**src/rtl/rsc_pkg.sv**
```systemverilog
package rsc_pkg;
    typedef enum logic [1:0] {
        HC_HALT   = 2'b00,
        HC_HTR    = 2'b01,
        HC_DIVCK  = 2'b10,
        HC_IOSTOP = 2'b11
    } halt_cause_t;

    typedef enum logic [1:0] {
        ST_IDLE,
        ST_ARMED,
        ST_LAUNCHED
    } seq_state_t;

    typedef struct packed {
        logic trap;
        logic xfer;
        logic skip;
    } start_opt_t;

    localparam int OPT_W = 3;
endpackage

```
**src/rtl/rsc_opt_decode.sv**
```systemverilog
module rsc_opt_decode
    import rsc_pkg::*;
(
    input  logic             cmd_valid,
    input  logic [OPT_W-1:0] cmd_opt,
    input  logic             mp_mode,
    input  logic             remote_run,
    output start_opt_t       opt,
    output logic             accept,
    output logic             trap_set,
    output logic             bad_req
);
    always_comb begin
        opt      = start_opt_t'(cmd_opt);
        accept   = cmd_valid && mp_mode && !remote_run;
        trap_set = cmd_valid && mp_mode && opt.trap;
        bad_req  = cmd_valid && mp_mode && remote_run && (opt.skip || opt.xfer);
    end
endmodule

```
**src/rtl/rsc_fetch_sel.sv**
```systemverilog
module rsc_fetch_sel
    import rsc_pkg::*;
#(
    parameter int AW = 15
) (
    input  halt_cause_t   cause,
    input  logic          skip,
    input  logic          xfer,
    input  logic [AW-1:0] halt_addr,
    input  logic [AW-1:0] seq_pc,
    output logic [AW-1:0] fetch_addr
);
    localparam logic [AW-1:0] ONE = AW'(1);

    always_comb begin
        if (xfer || cause == HC_HTR)
            fetch_addr = halt_addr;
        else if (skip)
            fetch_addr = seq_pc + ONE;
        else
            fetch_addr = seq_pc;
    end
endmodule

```
**src/rtl/rsc_seq.sv**
```systemverilog
module rsc_seq
    import rsc_pkg::*;
(
    input  logic       clk,
    input  logic       rst_n,
    input  logic       cmd_valid,
    input  start_opt_t opt,
    input  logic       accept,
    input  logic       trap_set,
    input  logic       bad_req,
    input  logic       rem_icycle,
    input  logic       auto_sw,
    input  logic       remote_run,
    output logic       start_lvl,
    output logic       skip_lvl,
    output logic       xfer_lvl,
    output logic       trap_en,
    output logic       cmd_done,
    output logic       proto_err,
    output logic       restart
);
    seq_state_t state_q, state_d;
    logic skip_q, xfer_q, trap_q, done_q, err_q;

    always_comb begin
        state_d = state_q;
        unique case (state_q)
            ST_IDLE:     if (accept) state_d = ST_ARMED;
            ST_ARMED: begin
                if (rem_icycle)                 state_d = ST_IDLE;
                else if (auto_sw && !remote_run) state_d = ST_LAUNCHED;
            end
            ST_LAUNCHED: if (rem_icycle) state_d = ST_IDLE;
            default:     state_d = ST_IDLE;
        endcase
    end

    always_ff @(posedge clk) begin
        if (!rst_n) begin
            state_q <= ST_IDLE;
            skip_q  <= 1'b0;
            xfer_q  <= 1'b0;
            trap_q  <= 1'b0;
            done_q  <= 1'b0;
            err_q   <= 1'b0;
        end else begin
            state_q <= state_d;
            done_q  <= cmd_valid;
            err_q   <= bad_req;
            if (trap_set) trap_q <= 1'b1;
            if (state_q == ST_IDLE && accept) begin
                skip_q <= opt.skip;
                xfer_q <= opt.xfer;
            end else if (state_q != ST_IDLE && rem_icycle) begin
                skip_q <= 1'b0;
                xfer_q <= 1'b0;
            end
        end
    end

    always_comb begin
        start_lvl = (state_q != ST_IDLE);
        skip_lvl  = skip_q;
        xfer_lvl  = xfer_q;
        trap_en   = trap_q;
        cmd_done  = done_q;
        proto_err = err_q;
        restart   = (state_q == ST_ARMED) && auto_sw && !remote_run && !rem_icycle;
    end

    assert_levels_release_R5: assert property (@(posedge clk) disable iff (!rst_n)
        (start_lvl && rem_icycle) |=> (!start_lvl && !skip_lvl && !xfer_lvl));
    assert_opts_need_start_R4: assert property (@(posedge clk) disable iff (!rst_n)
        (skip_lvl || xfer_lvl) |-> start_lvl);
    assert_restart_single_R6: assert property (@(posedge clk) disable iff (!rst_n)
        restart |=> !restart);
    assert_restart_gate_R6: assert property (@(posedge clk) disable iff (!rst_n)
        restart |-> (auto_sw && !remote_run && start_lvl));
    assert_trap_hold_R12: assert property (@(posedge clk) disable iff (!rst_n)
        trap_en |=> trap_en);
endmodule

```
**src/rtl/remote_start_ctl.sv**
```systemverilog
module remote_start_ctl
    import rsc_pkg::*;
#(
    parameter int AW = 15
) (
    input  logic          clk,
    input  logic          rst_n,
    input  logic          mp_mode,
    input  logic          auto_sw,
    input  logic          remote_run,
    input  logic          rem_icycle,
    input  logic [1:0]    halt_cause,
    input  logic [AW-1:0] halt_addr,
    input  logic [AW-1:0] seq_pc,
    input  logic          cmd_valid,
    input  logic [2:0]    cmd_opt,
    output logic          cmd_done,
    output logic          start_lvl,
    output logic          skip_lvl,
    output logic          xfer_lvl,
    output logic          trap_en,
    output logic          restart,
    output logic [AW-1:0] fetch_addr,
    output logic          proto_err
);
    start_opt_t  opt;
    logic        accept, trap_set, bad_req;
    halt_cause_t cause;

    assign cause = halt_cause_t'(halt_cause);

    rsc_opt_decode u_dec (
        .cmd_valid (cmd_valid),
        .cmd_opt   (cmd_opt),
        .mp_mode   (mp_mode),
        .remote_run(remote_run),
        .opt       (opt),
        .accept    (accept),
        .trap_set  (trap_set),
        .bad_req   (bad_req)
    );

    rsc_seq u_seq (
        .clk       (clk),
        .rst_n     (rst_n),
        .cmd_valid (cmd_valid),
        .opt       (opt),
        .accept    (accept),
        .trap_set  (trap_set),
        .bad_req   (bad_req),
        .rem_icycle(rem_icycle),
        .auto_sw   (auto_sw),
        .remote_run(remote_run),
        .start_lvl (start_lvl),
        .skip_lvl  (skip_lvl),
        .xfer_lvl  (xfer_lvl),
        .trap_en   (trap_en),
        .cmd_done  (cmd_done),
        .proto_err (proto_err),
        .restart   (restart)
    );

    rsc_fetch_sel #(.AW(AW)) u_sel (
        .cause     (cause),
        .skip      (skip_lvl),
        .xfer      (xfer_lvl),
        .halt_addr (halt_addr),
        .seq_pc    (seq_pc),
        .fetch_addr(fetch_addr)
    );

    assert_htr_target_R7: assert property (@(posedge clk) disable iff (!rst_n)
        (restart && cause == HC_HTR) |-> fetch_addr == halt_addr);
    assert_xfer_target_R9: assert property (@(posedge clk) disable iff (!rst_n)
        (restart && xfer_lvl) |-> fetch_addr == halt_addr);
    assert_running_flag_R11: assert property (@(posedge clk) disable iff (!rst_n)
        (cmd_valid && mp_mode && remote_run && (cmd_opt[0] || cmd_opt[1])) |=> proto_err);
    assert_no_mode_start_R3: assert property (@(posedge clk) disable iff (!rst_n)
        (cmd_valid && !mp_mode && !start_lvl) |=> !start_lvl);
    assert_done_follows_R2: assert property (@(posedge clk) disable iff (!rst_n)
        cmd_valid |=> cmd_done);
endmodule

```
**config.mk**
```make
export PLATFORM = sky130hd
export DESIGN_NAME = remote_start_ctl
export DESIGN_NICKNAME = d
export VERILOG_FILES = /design/src/rtl/rsc_pkg.sv /design/src/rtl/rsc_opt_decode.sv /design/src/rtl/rsc_fetch_sel.sv /design/src/rtl/rsc_seq.sv /design/src/rtl/remote_start_ctl.sv
export SDC_FILE = /design/constraint.sdc
export NUM_CORES = 1
export LEC_CHECK = 0
export ABC_AREA = 1
export CAP_MARGIN = 0
export CORE_MARGIN = 10
export CORE_UTILIZATION = 34
export DETAILED_ROUTE_END_ITERATION = 10
export PLACE_DENSITY = 0.82
export SLEW_MARGIN = 20
export SYNTH_ARGS = -nofsm -noshare
export SYNTH_HDL_FRONTEND = slang
export SYNTH_SLANG_ARGS = --single-unit
export TNS_END_PERCENT = 10
```
**constraint.sdc**
```tcl
create_clock -name clk -period 1.26 [get_ports clk]
set_input_delay 0.252 -clock clk [delete_from_list [all_inputs] [get_ports clk]]
set_output_delay 0.252 -clock clk [all_outputs]
set_load 0.05 [all_outputs]
```
==> results of run 1 <==
==> worst max-delay path by stage <==
stage                                end  cells past startpoint  slack [ns]
after floorplan            fetch_addr[9]                      5       -0.21
after global placement    fetch_addr[12]                      9       -0.71
after detailed placement  fetch_addr[14]                      9       -0.80
after CTS                  fetch_addr[5]                      7       -0.41
after global routing      fetch_addr[10]                      6       -0.54
final                     fetch_addr[14]                      7       -0.47
==> logic make-up (layout without fill, tap and decap cells) <==
family / count (synthesis) / in the layout
AND/OR/NAND/NOR: 97 / 98
buffers and inverters: 23 / 119
AO/OA/AOI/OAI: 20 / 20
flip-flops: 7 / 7
XOR/XNOR: 2 / 2
adder cells (fa/ha/maj): 1 / 1
==> stage by stage <==
step	std cells	setup TNS (ns)
2_1_floorplan	150	-2.61
3_3_place_gp	269	-10.03
3_5_place_dp	269	-11.23
4_1_cts	277	-5.61
5_1_grt	277	-7.51
6_report	277	-6.41
==> sequential cells by signal (all words and copies together), names as in the netlist <==
register,cells
u_seq.state_q,2
u_seq.cmd_done,1
u_seq.proto_err,1
u_seq.skip_lvl,1
u_seq.trap_en,1
u_seq.xfer_lvl,1
==> power by group through the flow <==
stage / registers, uW / logic, uW / clock network [uW]
finish: 236 / 886 / 220
global placement: 239 / 774 / 0
global route: 236 / 925 / 233
detailed placement: 239 / 792 / 0
floorplan: 257 / 359 / 0
CTS: 235 / 868 / 219
==> layout make-up <==
cell class                      instances  area (sq um)
Clock buffer                            3          22.5
Multi-Input combinational cell        121           882
Fill cell                             120           260
Timing Repair Buffer                   95          1020
Clock inverter                          1          5.00
Inverter                               20          75.1
Tap cell                               30          37.5
Sequential cell                         7           148
==> what timing repair did <==
item	in CTS	in global routing
endpoints found under the setup margin	17	18
resized for setup	78	8
cloned	1	0
pin swaps	21	6
buffers inserted	3	0
==> cell usage in the layout (no fill, tap or decap), types with 6 or more instances in the layout <==
cell,n
buf_4,27
nand2_1,26
clkdlybuf4s50_1,25
nand2_2,17
nand3_1,15
inv_1,13
buf_12,13
dlygate4sd2_1,10
buf_6,9
inv_2,7
nor2_4,6
nand3_2,6
a21oi_1,6
==> tightest hold or removal path: cells and delay by family (launching register included) <==
kind,cells,cell delay (ns)
AO/OA/AOI/OAI,1,0.06
buffers and inverters,1,0.06
flip-flops,1,0.34
==> routing by layer <==
| layer | GRT usage (%) | share of wire (%) | vias up |
|---|---|---|---|
| met2 | 33.7 | 54 | 77 |
| met5 | 0 | 0 | - |
| met3 | 6.36 | 8.1 | 10 |
| met4 | 5.48 | 1.9 | 0 |
| met1 | 19.4 | 36 | 730 |
| li1 | - | - | 694 |
==> results.txt, run 1 <==
Reg-to-reg slack, setup - 0.03 ns
Worst path max stage delay - 0.42 ns
Die width - 70.5 um
Largest net degree at the start of global routing - 10
Die H - 70.5 um
Core Util, Final - 89.4%
Crit-path slowest cell - dfxtp_4
Post-Synthesis Cells - 150
Net Sw Frac - 43.8%
Hold Crit Start - u_seq.trap_en$_SDFFE_PN0P_
Cell taking the most area after synthesis - nand2_1
Compound-Gate Fraction of Synth Area - 14.6%
Worst r2r src - u_seq.state_q[0]$_SDFFE_PN0P_
Mapped Area - 866 sq um
Area growth syn-to-layout - 153%
Max Clk Rate - 0.578 GHz
Synth top cells by count - 48 x nand2_1, 22 x nand3_1, 19 x inv_1, 9 x nor2_1
Worst Path Buf+Inv - 1
Initial Utilization - 35.3%
Worst setup path start - u_seq.skip_lvl$_SDFFE_PN0P_
DR DRC count - 0
Buffer depth of the longest clock path - 2
Top-count cell post-synth - nand2_1
Yosys cell types - 28
Status - finished, violations left
Share of layout cells above drive strength 1 - 51.0%
Async SR Flop Fraction - 0%
CP Class - reg -> out
Place WS - -0.801 ns
Largest family of logic cells by synthesized area - simple AND/OR/NAND/NOR gates
Rel. slew slack - 81.6%
EDFF count, synth - 0
Root Buffer - clkbuf_4
End point of the worst hold path - u_seq.trap_en$_SDFFE_PN0P_
Ports - 64
Core Footprint - 2450 sq um
Area share of fa/ha/maj cells after synthesis - 1.45%
Synth top area share - 20.8%
Setup WS post-layout - -0.469 ns
Min cycle time layout - 1.73 ns
Total power divided by cell area - 611 nW/um^2
Post-synthesis simple-gate area fraction - 54.3%
Cell internal pwr - 755 uW
CTS tree - built
Post-DP HPWL - 3.35 mm
Violated checks - negative setup slack
DR vias - 1,511
Synth Area in XOR/XNOR - 2.02%
GR Overflow Total - 0
Initial DRC Count - 85
Port Buffers - 63
Peak VDD IR - 0.709 mV
Final setup vio count - 17
Hold path cells - 2
Worst reg2reg path endpoint - u_seq.state_q[1]$_SDFFE_PN0P_
Startpoint types - flip-flop
Number of global-route vias before repair - 1,645
Final Hold Fails - 0
Leak - 0.000963 uW
Critical path arrival - 1.48 ns
Critical-path cell list - nand3_4 > nor2_4 > nand3_1 > nand2_1 > nand3_2 > nand2_4 > buf_12
Psw - 587 uW
Synth Warn # - 0
Post-Layout Inst Area - 2190 sq um
Final Wtd Congestion - 0.860
CP delay by family, top - simple AND/OR/NAND/NOR gates
DR WL/cell - 18.3 um
Total track usage - 18.6%
Seq cells post-synth - 7
Antenna Cells - 0
Crit Path Max Fanout - 7
Mux share of post-synthesis cell area - 0%
CTS H-tree depth - 1
Synth area leaders - nand2_1 21%, dfxtp_1 16%, nand3_1 13%
Hold slack - 0.507 ns
Post-Route WL - 5.06 mm
Seq pwr share - 17.6%
TritonCTS Sinks - 7
Least-Margin Pin Slew - 0.275 ns
Global-route wire length before repair - 7.90 mm
Insertion delay to the later sink of the worst-skew pair - 0.26 ns
Post-synthesis sequential area ratio - 16.2%
Core Rows - 18
Final total power - 1340 uW
Reg clk slew, reported paths - 0.07 ns
Via-to-Cell Ratio - 5.45
CTS Hold Bufs - 0
HP Class - reg -> reg
Setup crit end kind - output port
CTS buffer count - 3
Post-DP Area - 1960 sq um
Nets - 291
Unrepaired setup endpoints after global routing - yes
Slew Limit Fails - 0
Req. time, crit path - 1.01 ns
Cells on worst reg2reg path - 5
Max_cap viols - 0
Post-synth top flop - dfxtp_1
Final period utilization - 137%
Comb pwr share - 66.0%
Clock power share - 16.4%
Syn Area/Cell - 5.77 sq um
Initial antenna violation count - 0
Net count after synthesis - 193
Antenna Nets Post-Route - 0
Die Area - 4970 sq um
Clock skew - 0.000280 ns
DR pass1 iterations - 4
Power figures use the tool's default switching activity.
==> run 2: changes to the inputs <==
--- a/config.mk
+++ b/config.mk
@@ -10,7 +10,7 @@
 export CORE_MARGIN = 10
 export CORE_UTILIZATION = 34
 export DETAILED_ROUTE_END_ITERATION = 10
-export PLACE_DENSITY = 0.82
+export PLACE_DENSITY = 0.8
 export SLEW_MARGIN = 20
 export SYNTH_ARGS = -nofsm -noshare
 export SYNTH_HDL_FRONTEND = slang
==> results.txt, run 2 (synthesized netlist as in run 1, its figures left out) <==
Largest register by flop count - u_seq.state_q
Filler instances - 110
Core Footprint - 2450 sq um
Final period utilization - 133%
Worst Path Buf+Inv - 1
Reg clk slew, reported paths - 0.05 ns
Global-route wire length before repair - 8.29 mm
Root Buffer - clkbuf_4
Total power divided by cell area - 606 nW/um^2
DR WL/cell - 17.9 um
Initial antenna violation count - 0
Initial DRC Count - 75
Req. time, crit path - 1.01 ns
Area of the multi-input gates - 907 sq um
TritonCTS Sinks - 7
CP delay by family, top - simple AND/OR/NAND/NOR gates
Final Hold Fails - 0
Rel. slew slack - 79.6%
DR DRC count - 0
Setup TNS Final - -5.74 ns
Setup crit end kind - output port
Crit Path Max Fanout - 7
Initial Utilization - 35.3%
Most Frequent Cell on Critical Path - nand3_2
GR Overflow Total - 0
CTS H-tree depth - 1
Crit-path slowest cell - dfxtp_4
Violated checks - negative setup slack
CTS buffer count - 3
Status - finished, violations left
CTS tree - built
Share of layout cells above drive strength 1 - 52.3%
Post-Route WL - 4.88 mm
Antenna Cells - 0
Largest net degree at the start of global routing - 10
CP Class - reg -> out
Least-Margin Pin Slew - 0.303 ns
Area growth syn-to-layout - 152%
Unrepaired setup endpoints after global routing - yes
End point of the worst hold path - u_seq.trap_en$_SDFFE_PN0P_
Core Rows - 18
DR pass1 iterations - 4
Nets - 287
Total track usage - 20.0%
Critical path arrival - 1.43 ns
Worst reg2reg path endpoint - u_seq.xfer_lvl$_SDFFE_PN0P_
DR vias - 1,468
Number of global-route vias before repair - 1,680
Worst r2r src - u_seq.state_q[1]$_SDFFE_PN0P_
Commonest non-fill, non-tap cell in the layout - clkdlybuf4s50_1
Die H - 70.5 um
Ports - 64
Post-DP HPWL - 3.41 mm
Hold Crit Start - u_seq.trap_en$_SDFFE_PN0P_
Min cycle time layout - 1.68 ns
Core Util, Final - 88.7%
Max reg flops - 2
Register area - 148 sq um
Die width - 70.5 um
Port Buffers - 63
Leak - 0.000936 uW
Buffer depth of the longest clock path - 2
HP Class - reg -> reg
Final Wtd Congestion - 0.859
Commonest cells after routing, fill and taps aside - 25 x clkdlybuf4s50_1, 23 x buf_4, 22 x nand2_1
Hold path cells - 2
Insertion delay to the later sink of the worst-skew pair - 0.25 ns
Antenna Nets Post-Route - 0
Setup WS post-layout - -0.422 ns
Via-to-Cell Ratio - 5.38
Worst path max stage delay - 0.41 ns
Max_cap viols - 0
Clock skew - 0.000177 ns
Critical-path cell list - nand3_4 > nor2_4 > nand3_2 > nand2_2 > nand3_2 > nand2_4 > buf_8
Startpoint types - flip-flop
Slew Limit Fails - 0
Final setup vio count - 17
Max Clk Rate - 0.594 GHz
Cells on worst reg2reg path - 5
Peak VDD IR - 0.867 mV
Reg-to-reg slack, setup - 0.14 ns
Die Area - 4970 sq um
## run 2: cell count changes in the layout (fill, tap and decap cells not counted), sizes merged
cell	previous run	this run
buf	56	52
clkbuf	4	6
clkdlybuf4s15	3	1
clkdlybuf4s18	0	1
clkinv	1	0
## run 2: how the worst max path moves through the flow
stage	start	to	slack (ns)	depth (start not counted)
finish	u_seq.skip_lvl$_SDFFE_PN0P_	fetch_addr[13]	-0.42	7
global route	u_seq.skip_lvl$_SDFFE_PN0P_	fetch_addr[13]	-0.49	7
CTS	u_seq.skip_lvl$_SDFFE_PN0P_	fetch_addr[14]	-0.39	7
detailed placement	seq_pc[0]	fetch_addr[14]	-0.83	9
global placement	seq_pc[0]	fetch_addr[12]	-0.72	9
floorplan	u_seq.skip_lvl$_SDFFE_PN0P_	fetch_addr[9]	-0.21	5
## run 2: power breakdown
| part | total [uW] | internal [uW] | switching, uW |
|---|---|---|---|
| Clock | 198 | 121 | 77.4 |
| Sequential | 236 | 227 | 9.68 |
| Combinational | 885 | 409 | 476 |
| Total | 1320 | 756 | 563 |
## run 2: per-stage QoR
step	cell area, sq um	hold slack, ns	cells	setup slack, ns	total power [uW]
2_1_floorplan	987	0.345	150	-0.206	616
5_1_grt	2180	0.525	273	-0.494	1380
3_5_place_dp	1930	0.504	266	-0.828	1030
6_report	2180	0.504	273	-0.422	1320
4_1_cts	2150	0.510	273	-0.392	1310
3_3_place_gp	1930	0.476	266	-0.721	1010
## run 2: layer usage
metal,GRT usage (%),vias to the layer above,share of wire (%)
li1,-,686,-
met1,18.3,671,34
met2,37.6,85,52
met3,7.34,26,8.9
met4,9.43,0,4.8
met5,0,-,0
## run 2: repair_timing
item,4_1_cts,5_1_grt
hold buffers,0,0
endpoints found under the setup margin,16,19
gates resized for setup,79,16
cloned,1,0
pin swaps,20,7
buffers inserted,2,0
## run 2: worst min-delay path, cell delays in order, from the launching register on
cell and delay, ns:
dfxtp_1 0.33, inv_1 0.06, a21oi_1 0.06
## run 2: cell type report
class | count | area share, %
Clock buffer | 4 | 1.21
Inverter | 20 | 3.45
Multi-Input combinational cell | 121 | 41.6
Sequential cell | 7 | 6.78
Tap cell | 30 | 1.72
Timing Repair Buffer | 91 | 45.2
==> run 3: changes to the inputs <==
--- a/config.mk
+++ b/config.mk
@@ -5,12 +5,12 @@
 export SDC_FILE = /design/constraint.sdc
 export NUM_CORES = 1
 export LEC_CHECK = 0
-export ABC_AREA = 1
 export CAP_MARGIN = 0
-export CORE_MARGIN = 10
-export CORE_UTILIZATION = 34
+export CORE_MARGIN = 4
+export CORE_UTILIZATION = 31
 export DETAILED_ROUTE_END_ITERATION = 10
-export PLACE_DENSITY = 0.8
+export GPL_TIMING_DRIVEN = 0
+export PLACE_DENSITY = 0.79
 export SLEW_MARGIN = 20
 export SYNTH_ARGS = -nofsm -noshare
 export SYNTH_HDL_FRONTEND = slang
==> results.txt, run 3 <==
Global-route wire length before repair - 5.69 mm
Antenna Cells - 0
Critical path arrival - 1.70 ns
Max Clk Rate - 0.513 GHz
Worst setup path start - u_seq.skip_lvl$_SDFFE_PN0P_
Reg clk slew, reported paths - 0.05 ns
Startpoint types - flip-flop
Final Wtd Congestion - 0.785
GR Overflow Total - 0
Leak - 0.000728 uW
Synth Warn # - 0
Net count after synthesis - 151
Synth top area share - 18.8%
Cell Count, Final, Fillers Out - 209
Status - finished, violations left
Unrepaired setup endpoints after global routing - yes
Async SR Flop Fraction - 0%
Post-Place Cells - 199
Worst r2r src - u_seq.state_q[0]$_SDFFE_PN0P_
EDFF count, synth - 0
Antenna Nets Post-Route - 0
Port Buffers - 63
Clock skew - 0.000274 ns
Commonest cells after routing, fill and taps aside - 23 x clkdlybuf4s50_1, 19 x nor2_1, 16 x a21oi_4
Die H - 57.0 um
CP Class - reg -> out
Hold slack - 0.411 ns
Post-DP Area - 1630 sq um
Root Buffer - clkbuf_4
Min cycle time layout - 1.95 ns
Mapped Area - 746 sq um
Total track usage - 21.9%
Setup crit end kind - output port
Max_cap viols - 0
Post-synthesis sequential area ratio - 18.8%
Final setup vio count - 18
Crit Path Max Fanout - 5
DR vias - 1,112
Post-DP HPWL - 2.38 mm
CTS tree - built
Nets - 225
Post-Route WL - 3.47 mm
Post-Layout Inst Area - 1870 sq um
Area growth syn-to-layout - 150%
Final total power - 1360 uW
Largest net degree at the start of global routing - 11
Largest register by flop count - u_seq.state_q
Post-Synthesis Cells - 108
Ports - 64
Total power divided by cell area - 727 nW/um^2
Top-count cell post-synth - nor2_1
Core Footprint - 2250 sq um
CTS H-tree depth - 1
CTS buffer count - 3
Number of global-route vias before repair - 1,217
Req. time, crit path - 1.01 ns
TritonCTS Sinks - 7
Max reg flops - 2
DR DRC count - 0
Violated checks - negative setup slack
Yosys cell types - 27
Via-to-Cell Ratio - 5.32
Peak VDD IR - 0.604 mV
Commonest non-fill, non-tap cell in the layout - clkdlybuf4s50_1
CTS Hold Bufs - 0
Insertion delay to the later sink of the worst-skew pair - 0.26 ns
Final period utilization - 155%
Least-Margin Pin Slew - 0.504 ns
DR WL/cell - 16.6 um
Initial DRC Count - 26
Share of layout cells above drive strength 1 - 44.8%
Final Hold Fails - 0
Initial Utilization - 33.1%
Cell taking the most area after synthesis - dfxtp_1
Die Area - 3250 sq um
Post-synth top flop - dfxtp_1
Die width - 57.0 um
Syn Area/Cell - 6.90 sq um
Filler instances - 140
Rel. slew slack - 66.5%
DR pass1 iterations - 4
HP Class - in -> reg
Synth area leaders - dfxtp_1 19%, xnor2_1 13%, nor2_1 11%
Seq cells post-synth - 7
Initial antenna violation count - 0
Hold Crit Start - rem_icycle
Synth top cells by count - 21 x nor2_1, 13 x a21oi_1, 11 x xnor2_1, 9 x nand2_1, 7 x dfxtp_1
Setup WS post-layout - -0.688 ns
Buffer depth of the longest clock path - 2
Core Rows - 17
Slew Limit Fails - 0
## run 3: timing repair
action                                  CTS  global route
gates cloned                              1             0
buffers inserted                          5             0
endpoints found under the setup margin   24            21
pin swaps                                13             4
resized for setup                       175            15
## run 3: metal layers
layer	up-vias	routed length [um]	global-route usage, %
met5	-	0	0
met4	0	97	12.6
met3	9	223	4.75
met2	46	1900	41.8
met1	527	1250	21.4
li1	530	-	-
## run 3: per-stage QoR
step	TNS, ns	worst slack, ns	util [%]
final	-8.05	-0.688	82.7
after floorplan	-4.75	-0.338	-
after CTS	-7.93	-0.630	81.3
after global placement	-23.86	-1.51	72.2
after global routing	-9.27	-0.751	82.7
after detailed placement	-24.87	-1.53	72.2
## run 3: logic make-up after synthesis
family / after synthesis / share of synthesized area [%]
xor gates and xnor gates: 14 / 16.4
muxes: 3 / 4.03
AOI/OAI and AO/OA: 20 / 16.1
and+or+nand+nor: 56 / 39.3
DFF: 7 / 18.8
adders and majority gates: 1 / 1.68
buffers and inverters: 7 / 3.69
## run 3: final cells by class
| type | instances | area [sq um] | share of cell area (%) |
|---|---|---|---|
| repair buffers | 68 | 673 | 36.1 |
| flip-flops and latches | 7 | 148 | 7.91 |
| plain buffers | 4 | 55.1 | 2.95 |
| well taps | 28 | 35.0 | 1.88 |
| clock buffers | 4 | 26.3 | 1.41 |
| inverters | 3 | 11.3 | 0.604 |
| multi-input cells | 95 | 917 | 49.2 |
## run 3: where the power goes
part           internal, uW  leakage [uW]  switching [uW]
clock network           121     0.0000150            89.1
logic                   383      0.000654             520
registers               233     0.0000593            8.97
total                   737      0.000728             618
## run 3: final timing paths
| kind | to | slack [ns] | depth (start not counted) |
|---|---|---|---|
| worst max-delay path | fetch_addr[12] | -0.69 | 6 |
| worst min-delay path | u_seq.state_q[1]$_SDFFE_PN0P_ | 0.41 | 2 |
| worst max register to register | u_seq.skip_lvl$_SDFFE_PN0P_ | 0.14 | 4 |
| worst min register to register | u_seq.trap_en$_SDFFE_PN0P_ | 0.52 | 2 |
## run 3: worst max-delay path, cell delays in order (launching register included)
cell,delay [ns]
dfxtp_4,0.34
buf_6,0.11
nand4_1,0.20
nor3_2,0.32
xnor2_1,0.21
a21oi_4,0.09
buf_8,0.16
